==> src/rtl/sws_pkg.sv <==
package sws_pkg;

  typedef enum logic [2:0] {
    PH_IDLE,
    PH_ADDR,
    PH_DATA,
    PH_COMMIT,
    PH_GAP
  } phase_t;

  typedef struct packed {
    logic addrShift;
    logic loadOut;
    logic dataShift;
    logic commit;
    logic reload;
    logic outPhase;
  } strobe_t;

endpackage

==> src/rtl/sws_sync.sv <==
module sws_sync #(
  parameter int WIDTH  = 1,
  parameter int STAGES = 2
) (
  input  logic             clk,
  input  logic             rstN,
  input  logic [WIDTH-1:0] din,
  output logic [WIDTH-1:0] dout
);
  logic [STAGES-1:0][WIDTH-1:0] stage;

  always_ff @(posedge clk) begin
    if (!rstN) stage <= '0;
    else       stage <= {stage[STAGES-2:0], din};
  end

  assign dout = stage[STAGES-1];
endmodule

==> src/rtl/sws_ctrl.sv <==
module sws_ctrl
  import sws_pkg::*;
#(
  parameter int ADDR_W      = 2,
  parameter int DATA_W      = 8,
  parameter int DEGLITCH    = 4,
  parameter int SYNC_STAGES = 2
) (
  input  logic    clk,
  input  logic    rstN,
  input  logic    sclk,
  input  logic    sel,
  input  logic    sdi,
  output logic    sdiS,
  output logic    selFilt,
  output strobe_t strb
);
  localparam int MAX_BITS = (DATA_W > ADDR_W) ? DATA_W : ADDR_W;
  localparam int CNT_W    = $clog2(MAX_BITS) + 1;
  localparam int DG_W     = $clog2(DEGLITCH) + 1;
  localparam logic [CNT_W-1:0] ADDR_LAST = CNT_W'(ADDR_W - 1);
  localparam logic [CNT_W-1:0] DATA_LAST = CNT_W'(DATA_W - 1);
  localparam logic [DG_W-1:0]  DG_LAST   = DG_W'(DEGLITCH - 1);

  logic [2:0] syncOut;
  logic sclkS, selS, sclkPrev, sclkRise;
  logic [DG_W-1:0] lowCnt;
  logic reloadNow;
  phase_t phase, phaseNext;
  logic [CNT_W-1:0] bitCnt, bitCntNext;

  sws_sync #(.WIDTH(3), .STAGES(SYNC_STAGES)) u_sync (
    .clk(clk), .rstN(rstN), .din({sdi, sel, sclk}), .dout(syncOut)
  );
  assign {sdiS, selS, sclkS} = syncOut;

  always_ff @(posedge clk) begin
    if (!rstN) sclkPrev <= 1'b0;
    else       sclkPrev <= sclkS;
  end
  assign sclkRise = sclkS & ~sclkPrev;

  // select deglitch: a drop counts only after DEGLITCH consecutive low samples
  always_ff @(posedge clk) begin
    if (!rstN) begin
      selFilt <= 1'b0;
      lowCnt  <= '0;
    end else if (selS) begin
      selFilt <= 1'b1;
      lowCnt  <= '0;
    end else if (selFilt) begin
      if (lowCnt == DG_LAST) begin
        selFilt <= 1'b0;
        lowCnt  <= '0;
      end else begin
        lowCnt <= lowCnt + 1'b1;
      end
    end
  end
  assign reloadNow = selFilt && !selS && (lowCnt == DG_LAST);

  always_comb begin
    strb       = '0;
    phaseNext  = phase;
    bitCntNext = bitCnt;
    if (reloadNow) begin
      strb.reload = 1'b1;
      phaseNext   = PH_IDLE;
      bitCntNext  = '0;
    end else if (!selFilt) begin
      phaseNext  = PH_IDLE;
      bitCntNext = '0;
    end else if (sclkRise) begin
      unique case (phase)
        PH_IDLE: begin
          if (sdiS) begin
            phaseNext  = PH_ADDR;
            bitCntNext = '0;
          end
        end
        PH_ADDR: begin
          strb.addrShift = 1'b1;
          if (bitCnt == ADDR_LAST) begin
            strb.loadOut = 1'b1;
            phaseNext    = PH_DATA;
            bitCntNext   = '0;
          end else begin
            bitCntNext = bitCnt + 1'b1;
          end
        end
        PH_DATA: begin
          strb.dataShift = 1'b1;
          if (bitCnt == DATA_LAST) begin
            phaseNext  = PH_COMMIT;
            bitCntNext = '0;
          end else begin
            bitCntNext = bitCnt + 1'b1;
          end
        end
        PH_COMMIT: begin
          strb.commit = 1'b1;
          phaseNext   = PH_GAP;
        end
        PH_GAP:    phaseNext = PH_IDLE;
        default:   phaseNext = PH_IDLE;
      endcase
    end
    strb.outPhase = selFilt && (phase == PH_DATA);
  end

  always_ff @(posedge clk) begin
    if (!rstN) begin
      phase  <= PH_IDLE;
      bitCnt <= '0;
    end else begin
      phase  <= phaseNext;
      bitCnt <= bitCntNext;
    end
  end
endmodule

==> src/rtl/sws_datapath.sv <==
module sws_datapath
  import sws_pkg::*;
#(
  parameter int NUM_CH = 2,
  parameter int ADDR_W = 2,
  parameter int DATA_W = 8
) (
  input  logic                          clk,
  input  logic                          rstN,
  input  strobe_t                       strb,
  input  logic                          sdiS,
  input  logic [NUM_CH-1:0][DATA_W-1:0] storedVals,
  output logic [NUM_CH-1:0][DATA_W-1:0] settingVals,
  output logic                          sdoData
);
  localparam int CODE_BASE = 1 << (ADDR_W - 1);

  logic [ADDR_W-1:0] addrReg, addrNext;
  logic [DATA_W-1:0] shiftReg, readVal;
  logic [NUM_CH-1:0] hitLoad, hitCommit;

  assign addrNext = {sdiS, addrReg[ADDR_W-1:1]};

  always_ff @(posedge clk) begin
    if (!rstN)               addrReg <= '0;
    else if (strb.addrShift) addrReg <= addrNext;
  end

  generate
    for (genvar k = 0; k < NUM_CH; k++) begin : g_ch
      localparam logic [ADDR_W-1:0] CODE = ADDR_W'(CODE_BASE + k);
      assign hitLoad[k]   = (addrNext == CODE);
      assign hitCommit[k] = (addrReg == CODE);

      always_ff @(posedge clk) begin
        if (!rstN)                           settingVals[k] <= storedVals[k];
        else if (strb.reload)                settingVals[k] <= storedVals[k];
        else if (strb.commit && hitCommit[k]) settingVals[k] <= shiftReg;
      end
    end
  endgenerate

  always_comb begin
    readVal = '0;
    for (int k = 0; k < NUM_CH; k++) begin
      if (hitLoad[k]) readVal = readVal | settingVals[k];
    end
  end

  always_ff @(posedge clk) begin
    if (!rstN)               shiftReg <= '0;
    else if (strb.loadOut)   shiftReg <= readVal;
    else if (strb.dataShift) shiftReg <= {sdiS, shiftReg[DATA_W-1:1]};
  end

  assign sdoData = strb.outPhase & shiftReg[0];
endmodule

==> src/rtl/serial_setting_if.sv <==
module serial_setting_if
  import sws_pkg::*;
#(
  parameter int NUM_CH      = 2,
  parameter int ADDR_W      = 2,
  parameter int DATA_W      = 8,
  parameter int DEGLITCH    = 4,
  parameter int SYNC_STAGES = 2
) (
  input  logic                          clk,
  input  logic                          rstN,
  input  logic                          sclk,
  input  logic                          sel,
  input  logic                          sdi,
  input  logic [NUM_CH-1:0][DATA_W-1:0] storedVals,
  output logic [NUM_CH-1:0][DATA_W-1:0] settingVals,
  output logic                          sdoData,
  output logic                          sdoOe
);
  strobe_t strb;
  logic    sdiS;
  logic    selFilt;

  sws_ctrl #(
    .ADDR_W(ADDR_W), .DATA_W(DATA_W),
    .DEGLITCH(DEGLITCH), .SYNC_STAGES(SYNC_STAGES)
  ) u_ctrl (
    .clk(clk), .rstN(rstN), .sclk(sclk), .sel(sel), .sdi(sdi),
    .sdiS(sdiS), .selFilt(selFilt), .strb(strb)
  );

  sws_datapath #(
    .NUM_CH(NUM_CH), .ADDR_W(ADDR_W), .DATA_W(DATA_W)
  ) u_dp (
    .clk(clk), .rstN(rstN), .strb(strb), .sdiS(sdiS),
    .storedVals(storedVals), .settingVals(settingVals), .sdoData(sdoData)
  );

  assign sdoOe = selFilt;
endmodule

==> config.mk <==
export PLATFORM = sky130hd
export DESIGN_NAME = serial_setting_if
export DESIGN_NICKNAME = d
export VERILOG_FILES = /design/src/rtl/sws_pkg.sv /design/src/rtl/sws_sync.sv /design/src/rtl/sws_ctrl.sv /design/src/rtl/sws_datapath.sv /design/src/rtl/serial_setting_if.sv
export SDC_FILE = /design/constraint.sdc
export NUM_CORES = 1
export LEC_CHECK = 0
export ABC_AREA = 0
export BUFFER_PORTS_ARGS = -buffer_cell sky130_fd_sc_hd__buf_2
export CAP_MARGIN = 20
export CORE_ASPECT_RATIO = 0.5
export CORE_MARGIN = 4
export CORE_UTILIZATION = 55
export CTS_BUF_LIST = sky130_fd_sc_hd__clkbuf_4 sky130_fd_sc_hd__clkbuf_8 sky130_fd_sc_hd__clkbuf_16
export DETAILED_ROUTE_END_ITERATION = 16
export PLACE_DENSITY_LB_ADDON = 0.08
export SYNTH_ARGS = -nofsm -noshare
export SYNTH_HDL_FRONTEND = slang
export SYNTH_HIERARCHICAL = 1
export SYNTH_SLANG_ARGS = --single-unit
==> constraint.sdc <==
create_clock -name clk -period 4.15 [get_ports clk]
set_clock_uncertainty 0.05 [all_clocks]
set_input_delay 0 -clock clk [delete_from_list [all_inputs] [get_ports clk]]
set_output_delay 0 -clock clk [all_outputs]
set_load 0.03 [all_outputs]
==> metrics.md, run 1 <==
| Metric | Value |
|---|---|
| Post-Synth XOR/XNOR Area | `0` |
| Slew Viols, Final | `0` |
| Fin crit period | `approximately 2.4 ns` |
| Commonest non-fill, non-tap cell in the layout | `buf_2` |
| Total number of vias | `1531` |
| Leakage | `a little under 0.001 uW` |
| Compound-gate portion of the synthesized area | `0.0874` |
| Footprint of the multi-input gates | `about 950 um^2` |
| Largest net degree at the start of global routing | `19` |
| Ys flop type | `dfxtp_1` |
| Die height | `about 52 um` |
| Synth Net Count | `~200` |
| Max Cap Viol | `0` |
| Drt pass-1 iters | `4` |
| Synth warnings | `6` |
| Post-Syn Area | `about 2100 um^2` |
| # rows | `15` |
| Crit path kind | `reg -> reg` |
| Count of different cell masters after synthesis | `42` |
| Fin crit share | `0.571` |
| Clock-pin slew on the worst setup and hold paths | `around 0.08 ns` |
| Worst hold slack | `slightly below 0.05 ns` |
| H-tree levels | `2` |
| Post-route setup slack | `~1.8 ns` |
| Register bit total from synthesis | `44` |
| Relative slew slack | `0.369` |
| Final hold viol count | `0` |
| HP Class | `in -> reg` |
| Worst path required time | `~4.0 ns` |
| DP HPWL | `2780 um` |
| Vias per cell | `approximately 5.4` |
| Post-synth EDFFs | `16` |
| Setup TNS | `0 ns` |
| DP Worst Slack | `about 1.8 ns` |
| Worst path bufs/invs | `1` |
| Gr usage total | `0.188` |
| Diodes inserted | `0` |
| Initial antenna violation count | `0` |
| Multiplexer share of the synthesized area | `0.187` |
| Register area share after synthesis | `0.498` |
| Avg Cell Area, Syn | `about 12 um^2` |
| Setup bufs post-CTS | `0` |
| Max stage delay on crit path | `0.50 ns` |
| Startpoint types | `flop` |
| Max clock buf depth | `2` |
| Core area | `between 3000 and 4000 um^2` |
| Most frequent cells in the layout | `buf_2 (38), dfxtp_1 (28), dlygate4sd3_1 (19)` |
| Highest clock rate | `422 MHz` |
| Cells after Synth | `180` |
| Top delay family on crit path | `simple AND/OR/NAND/NOR gates` |
| Cells along the critical path | `ha_1 > or3b_2 > nor2_1 > nand2b_1 > buf_4 > o21bai_1` |
| DRC | `0` |
| Worst IR Drop VDD | `between 0.0002 and 0.00025 V` |
| Clock share of power | `0.366` |
| Asr flop ratio synth | `0` |
| Largest fanout on the critical path | `18` |
| Status | `complete, no violations` |
| P per Cell Area | `345 nW/um^2` |
| IO Pins | `39` |
| Largest family of logic cells by synthesized area | `multiplexers` |
| Internal cell power | `691 uW` |
| Gate power share | `0.104` |
| CTS root buf | `clkbuf_8` |
| Global route overflow | `0` |
| Vias in the first global route | `between 1000 and 1500` |
| Post-Synth Simple-Gate Area | `0.161` |
| Switching Share | `0.219` |
| Clk_lat worst skew | `0.29 ns` |
| Clock sinks | `44` |
| Drt total wl | `roughly 4300 um` |
| RD Place Congestion | `~0.8` |
| Starting Density | `0.589` |
| Arr. time, crit path | `approximately 2.2 ns` |
| Fillers | `roughly 270` |
| Post-CTS Resized | `0` |
| FF+latch area | `1040 um^2` |
| RSZ-0062 raised after global routing | `false` |
| CP endpoint kind | `flop` |
| Area growth, synth to finish | `22.8%` |
| Util after Layout | `0.724` |
| PortBufs | `38` |
| First-pass GRT wire length | `around 7000 um` |
| Layout cells sized above 1 | `0.289` |
| Drt first-iter violations | `60` |
| Final #Nets | `approximately 260` |
| CP max stage cell | `or3b_2` |
| Detail Route Antenna Nets | `0` |
| Die width | `around 95 um` |
| Num CTS Buffers | `5` |
| # setup viols final | `0` |
| Synthesized-area fraction occupied by adder cells | `0.0180` |
| CTS tree | `yes` |
| Avg WL per Cell | `15.1 um` |
| P_sw | `approximately 190 uW` |
| Worst Tran Pin Value | `roughly 0.94 ns` |
| Sequential Power Share | `0.530` |
| Die area | `4910 um^2` |
## through the flow
| stage | total power (uW) | cells | instance area, um^2 |
|---|---|---|---|
| after floorplan | 532 | 180 | 2090 |
| after global placement | 555 | 259 | 2270 |
| after detailed placement | 556 | 259 | 2270 |
| after CTS | 892 | 286 | 2570 |
| after global routing | 920 | 286 | 2570 |
| final | 885 | 286 | 2570 |
## worst paths after layout
check             slack (ns)  depth (start not counted)              startpoint                    end
hold reg to reg         0.39                          1  u_ctrl/u_sync/stage[2]  u_ctrl/u_sync/dout[2]
setup / recovery        1.78                          6        u_ctrl/lowCnt[0]    u_dp/settingVals[6]
setup reg to reg        1.78                          6        u_ctrl/lowCnt[0]    u_dp/settingVals[6]
hold / removal          0.05                          2                    rstN         u_ctrl/selFilt
## cell families (layout without fill, tap and decap cells)
family / Yosys count / in the layout
adder cells (fa/ha/maj): 3 / 3
AO/OA/AOI/OAI: 27 / 27
multiplexers: 34 / 34
buffers and inverters: 15 / 70
flip-flops: 44 / 44
AND/OR/NAND/NOR: 57 / 57
## layout make-up
class,instances,share of cell area
Inverter,4,0.00585
Timing Repair Buffer,58,0.151
Tap cell,51,0.0249
Sequential cell,44,0.405
Multi-Input combinational cell,121,0.369
Clock inverter,2,0.0136
Clock buffer,6,0.0297
## cell usage after synthesis (2+ instances only)
master | n | share of area
and2_1 | 10 | 0.030
buf_2 | 3 | 0.0072
nand4b_1 | 2 | 0.0084
nand2b_1 | 4 | 0.012
a211oi_1 | 2 | 0.0072
nor3b_1 | 2 | 0.0072
nand3_1 | 8 | 0.019
nand4_1 | 2 | 0.0060
a21oi_1 | 7 | 0.017
o22ai_1 | 8 | 0.024
buf_4 | 4 | 0.014
mux2_2 | 9 | 0.048
or3b_1 | 2 | 0.0084
inv_1 | 4 | 0.0072
ha_1 | 3 | 0.018
buf_6 | 2 | 0.011
nor2_1 | 6 | 0.011
edfxtp_1 | 16 | 0.23
and3_1 | 2 | 0.0060
o21ai_0 | 2 | 0.0048
nor2b_1 | 4 | 0.012
mux2_4 | 8 | 0.057
dfxtp_1 | 28 | 0.27
nand2_1 | 8 | 0.014
mux2i_1 | 17 | 0.081
## state kept, by name, indices dropped and copies added, names as in the netlist
| signal | count |
|---|---|
| u_ctrl/bitCnt | 4 |
| u_dp/shiftReg | 8 |
| u_dp/settingVals | 16 |
| u_ctrl/phase | 3 |
| u_ctrl/lowCnt | 3 |
| u_ctrl/selFilt | 1 |
| u_dp/addrReg | 2 |
| u_ctrl/u_sync/dout | 3 |
| u_ctrl/u_sync/stage | 3 |
| u_ctrl/sclkPrev | 1 |
## timing repair
action	in CTS	in global routing
hold buffers	19	0
endpoints found under the hold margin	19	0
setup endpoints to repair	0	0
## layer usage
layer	up-vias	global-route usage	part of all wire
met4	0	0.0431	0.0025
met5	-	0	0
met2	28	0.322	0.49
met1	731	0.240	0.47
met3	2	0.0491	0.039
li1	770	-	-
## power groups by stage
stage / logic, uW / registers, uW / clock network [uW]
3_3_place_gp: 75.8 / 479 / 0
6_report: 91.6 / 469 / 324
3_5_place_dp: 76.9 / 479 / 0
4_1_cts: 90.7 / 469 / 333
5_1_grt: 97.7 / 471 / 351
2_1_floorplan: 35.5 / 497 / 0
No activity file was read; power rests on OpenSTA's default activity.
==> run 2, diff against run 1 <==
--- a/config.mk
+++ b/config.mk
@@ -5,7 +5,7 @@
 export SDC_FILE = /design/constraint.sdc
 export NUM_CORES = 1
 export LEC_CHECK = 0
-export ABC_AREA = 0
+export ABC_AREA = 1
 export BUFFER_PORTS_ARGS = -buffer_cell sky130_fd_sc_hd__buf_2
 export CAP_MARGIN = 20
 export CORE_ASPECT_RATIO = 0.5
==> constraint.sdc (replaced) <==
create_clock -name clk -period 2.27 [get_ports clk]
set_clock_uncertainty 0.05 [all_clocks]
set_input_delay 0 -clock clk [delete_from_list [all_inputs] [get_ports clk]]
set_output_delay 0 -clock clk [all_outputs]
set_load 0.03 [all_outputs]
==> metrics.md, run 2 <==
| Metric | Value |
|---|---|
| Status | `complete, no violations (unchanged)` |
| Setup TNS | `0 ns (unchanged)` |
| Drt first-iter violations | `83 (was 60)` |
| Slew Viols, Final | `0 (unchanged)` |
| Cells along the critical path | `ha_1 > nand2_1 > nor3_4 > nor2_1 > nand2_1 > nor3_1 > nand3_1 > nand2_1 (was ha_1 > or3b_2 > nor2_1 > nand2b_1 > buf_4 > o21bai_1)` |
| Clock sinks | `44 (unchanged)` |
| R2R depth | `8 (was 6)` |
| Initial antenna violation count | `0 (unchanged)` |
| Diodes inserted | `0 (unchanged)` |
| Max Cap Viol | `0 (unchanged)` |
| Top flop regs | `u_dp/settingVals (16), u_dp/shiftReg (8), u_ctrl/bitCnt (4) (unchanged)` |
| First-pass GRT wire length | `9120 um (was 7040 um)` |
| Clk_lat worst skew | `0.30 ns (was 0.29 ns)` |
| Vias per cell | `5.12 (was 5.35)` |
| Global route overflow | `0 (unchanged)` |
| Avg Cell Area, Syn | `7.91 um^2 (was 11.6 um^2)` |
| CP endpoint kind | `flop (unchanged)` |
| Drt pass-1 iters | `4 (unchanged)` |
| Footprint of the multi-input gates | `1040 um^2 (was 948 um^2)` |
| Clock-pin slew on the worst setup and hold paths | `0.08 ns (about the same)` |
| Synth Net Count | `319 (was 204)` |
| Worst Hold Depth | `3 (was 2)` |
| Die area | `5410 um^2 (was 4910 um^2)` |
| Worst hold slack | `0.0234 ns (was 0.0486 ns)` |
| Gr usage total | `0.224 (was 0.188)` |
| Count of different cell masters after synthesis | `30 (was 42)` |
| CTS root buf | `clkbuf_8 (unchanged)` |
| Vias in the first global route | `1985 (was 1471)` |
| Avg WL per Cell | `12.9 um (was 15.1 um)` |
| Top-count cell post-synth | `nand2_1 (was dfxtp_1)` |
| H-tree levels | `2 (unchanged)` |
| Hold Path End | `u_dp/settingVals[2] (was u_ctrl/selFilt)` |
| CTS tree | `yes (unchanged)` |
| Largest net degree at the start of global routing | `27 (was 19)` |
| Share of the synthesized area in the top cell type | `0.240 (was 0.268)` |
| Commonest non-fill, non-tap cell in the layout | `nand2_1 (was buf_2)` |
| Final hold viol count | `0 (unchanged)` |
| Most Frequent Cell on Critical Path | `nand2_1` |
| Most frequent cells in the layout | `nand2_1 (88), buf_2 (38), nor2_1 (31) (was buf_2 (38), dfxtp_1 (28), dlygate4sd3_1 (19))` |
| Max reg flops | `16 (unchanged)` |
| DP HPWL | `3510 um (was 2780 um)` |
| Max stage delay on crit path | `0.34 ns (was 0.50 ns)` |
| Relative slew slack | `0.690 (was 0.369)` |
| HP Class | `in -> reg (unchanged)` |
| Fin crit share | `0.863 (was 0.571)` |
| Worst Tran Pin Value | `0.464 ns (was 0.943 ns)` |
| Register area share after synthesis | `0.446 (was 0.498)` |
| Max clock buf depth | `2 (unchanged)` |
| Num CTS Buffers | `5 (unchanged)` |
| Core area | `3980 um^2 (was 3550 um^2)` |
| Post-Syn Area | `2330 um^2 (was 2090 um^2)` |
| Worst IR Drop VDD | `0.000360 V (was 0.000232 V)` |
| Final #Nets | `382 (was 258)` |
| Startpoint types | `flop (unchanged)` |
| Largest fanout on the critical path | `8 (was 18)` |
| DRC | `0 (unchanged)` |
| FF-to-FF Start | `u_ctrl/lowCnt[0] (unchanged)` |
| Area growth, synth to finish | `21.8% (was 22.8%)` |
| R2R Path End | `u_dp/settingVals[10] (was u_dp/settingVals[6])` |
| Post-synth EDFFs | `16 (unchanged)` |
| # rows | `16 (was 15)` |
| CP max stage cell | `dfxtp_1 (was or3b_2)` |
| Worst path required time | `2.19 ns (was 4.02 ns)` |
| Layout cells sized above 1 | `0.237 (was 0.289)` |
| R2r setup slk | `0.31 ns (was 1.78 ns)` |
| Die height | `54.1 um (was 51.6 um)` |
| Worst hold start | `storedVals[2] (was rstN)` |
| Detail Route Antenna Nets | `0 (unchanged)` |
| Die width | `100 um (was 95.2 um)` |
| P per Cell Area | `535 nW/um^2 (was 345 nW/um^2)` |
| Cells after Synth | `295 (was 180)` |
| Fillers | `340 (was 266)` |
| IO Pins | `39 (unchanged)` |
| Commonest cells in the synthesized netlist | `nand2_1 (88), nor2_1 (31), dfxtp_1 (28), inv_1 (26), nand3_1 (23) (was dfxtp_1 (28), mux2i_1 (17), edfxtp_1 (16), and2_1 (10), mux2_2 (9))` |
| Highest clock rate | `511 MHz (was 422 MHz)` |
| Post-CTS Resized | `0 (unchanged)` |
| Largest register by flop count | `u_dp/settingVals (unchanged)` |
| Starting Density | `0.586 (was 0.589)` |
| Register bit total from synthesis | `44 (unchanged)` |
| Synth warnings | `6 (unchanged)` |
| Total number of vias | `2115 (was 1531)` |
| Synth area leader | `dfxtp_1 (unchanged)` |
| Fin crit period | `1.96 ns (was 2.37 ns)` |
| Arr. time, crit path | `1.88 ns (was 2.24 ns)` |
| Drt total wl | `5320 um (was 4320 um)` |
| Asr flop ratio synth | `0 (unchanged)` |
| PortBufs | `38 (unchanged)` |
| # setup viols final | `0 (unchanged)` |
| Crit path kind | `reg -> reg (unchanged)` |
| FF+latch area | `1040 um^2 (unchanged)` |
| Synth area leaders | `dfxtp_1 (24%), edfxtp_1 (21%), nand2_1 (14%), nor2_1 (5.0%), nand3_1 (4.9%) (was dfxtp_1 (27%), edfxtp_1 (23%), mux2i_1 (8.1%), mux2_4 (5.7%), mux2_2 (4.8%))` |
| RD Place Congestion | `0.829 (was 0.779)` |
| RSZ-0062 raised after global routing | `false (unchanged)` |
| Ys flop type | `dfxtp_1 (unchanged)` |
| Leakage | `0.00135 uW (was 0.000976 uW)` |
run 2: changes by cell type in the layout (fill, tap and decap cells not counted), moves of 9 or more:
cell,previous run,this run
nor2_1,6,31
and2_1,10,0
nand3_1,8,23
mux2i_1,17,0
mux2_2,9,0
inv_1,4,26
o21ai_0,2,18
nand2_1,8,88
run 2: per-stage QoR:
stage | std cells | setup slack [ns] | utilization | cell area [um^2] | power (uW)
6_report | 413 | 0.311 | 0.713 | 2840 | 1520
5_1_grt | 413 | 0.0834 | 0.713 | 2840 | 1590
4_1_cts | 413 | 0.296 | 0.713 | 2840 | 1530
3_5_place_dp | 380 | 0.0128 | 0.630 | 2510 | 1010
3_3_place_gp | 380 | 0.121 | 0.630 | 2510 | 1010
2_1_floorplan | 295 | 0.461 | - | 2330 | 968
run 2: worst max path at each step:
stage / start / endpoint / cells after the start / slack (ns)
finish: u_ctrl/lowCnt[0] / u_dp/settingVals[10] / 8 / 0.31
floorplan: u_ctrl/selFilt / u_dp/shiftReg[0] / 11 / 0.46
global placement: u_ctrl/lowCnt[0] / u_dp/shiftReg[0] / 12 / 0.12
detailed placement: u_ctrl/lowCnt[0] / u_dp/shiftReg[7] / 12 / 0.01
global route: u_ctrl/lowCnt[0] / u_dp/settingVals[12] / 8 / 0.08
CTS: u_ctrl/lowCnt[0] / u_dp/settingVals[10] / 8 / 0.30
run 2: layer usage:
metal,up-vias,wire length (um),GRT usage
li1,1067,-,-
met1,974,2400,0.268
met2,65,2530,0.404
met3,9,310,0.0492
met4,0,87,0.0917
met5,-,0,0
run 2: timing repair:
item	4_1_cts	5_1_grt
endpoints found under the hold margin	23	0
buffers inserted	3	0
setup endpoints to repair	2	0
hold buffers	22	0
run 2: cell families after synthesis:
group,Yosys count,share of synthesized area
xor+xnor,1,0.00375
simple gates,164,0.331
flops,44,0.446
fa+ha+maj,3,0.0161
buf+inv,45,0.107
compound gates,38,0.0960
run 2: cell type report:
| cell class | instances | share of cell area |
|---|---|---|
| tap | 54 | 0.0238 |
| clock inverter | 2 | 0.00396 |
| sequential | 44 | 0.366 |
| multi-input combinational | 206 | 0.367 |
| timing repair buffer | 69 | 0.168 |
| inverter | 32 | 0.0440 |
| clock buffer | 6 | 0.0269 |
run 2: critical path: cells and delay by family (launching register included):
kind	cells	cell delay (ns)
fa+ha+maj	1	0.22
simple gates	7	1.03
flops	1	0.34
run 2: power breakdown:
| part | internal (uW) | total [uW] | switching [uW] |
|---|---|---|---|
| Combinational | 67.8 | 169 | 101 |
| Clock | 226 | 495 | 270 |
| Sequential | 844 | 857 | 12.9 |
| Total | 1140 | 1520 | 384 |
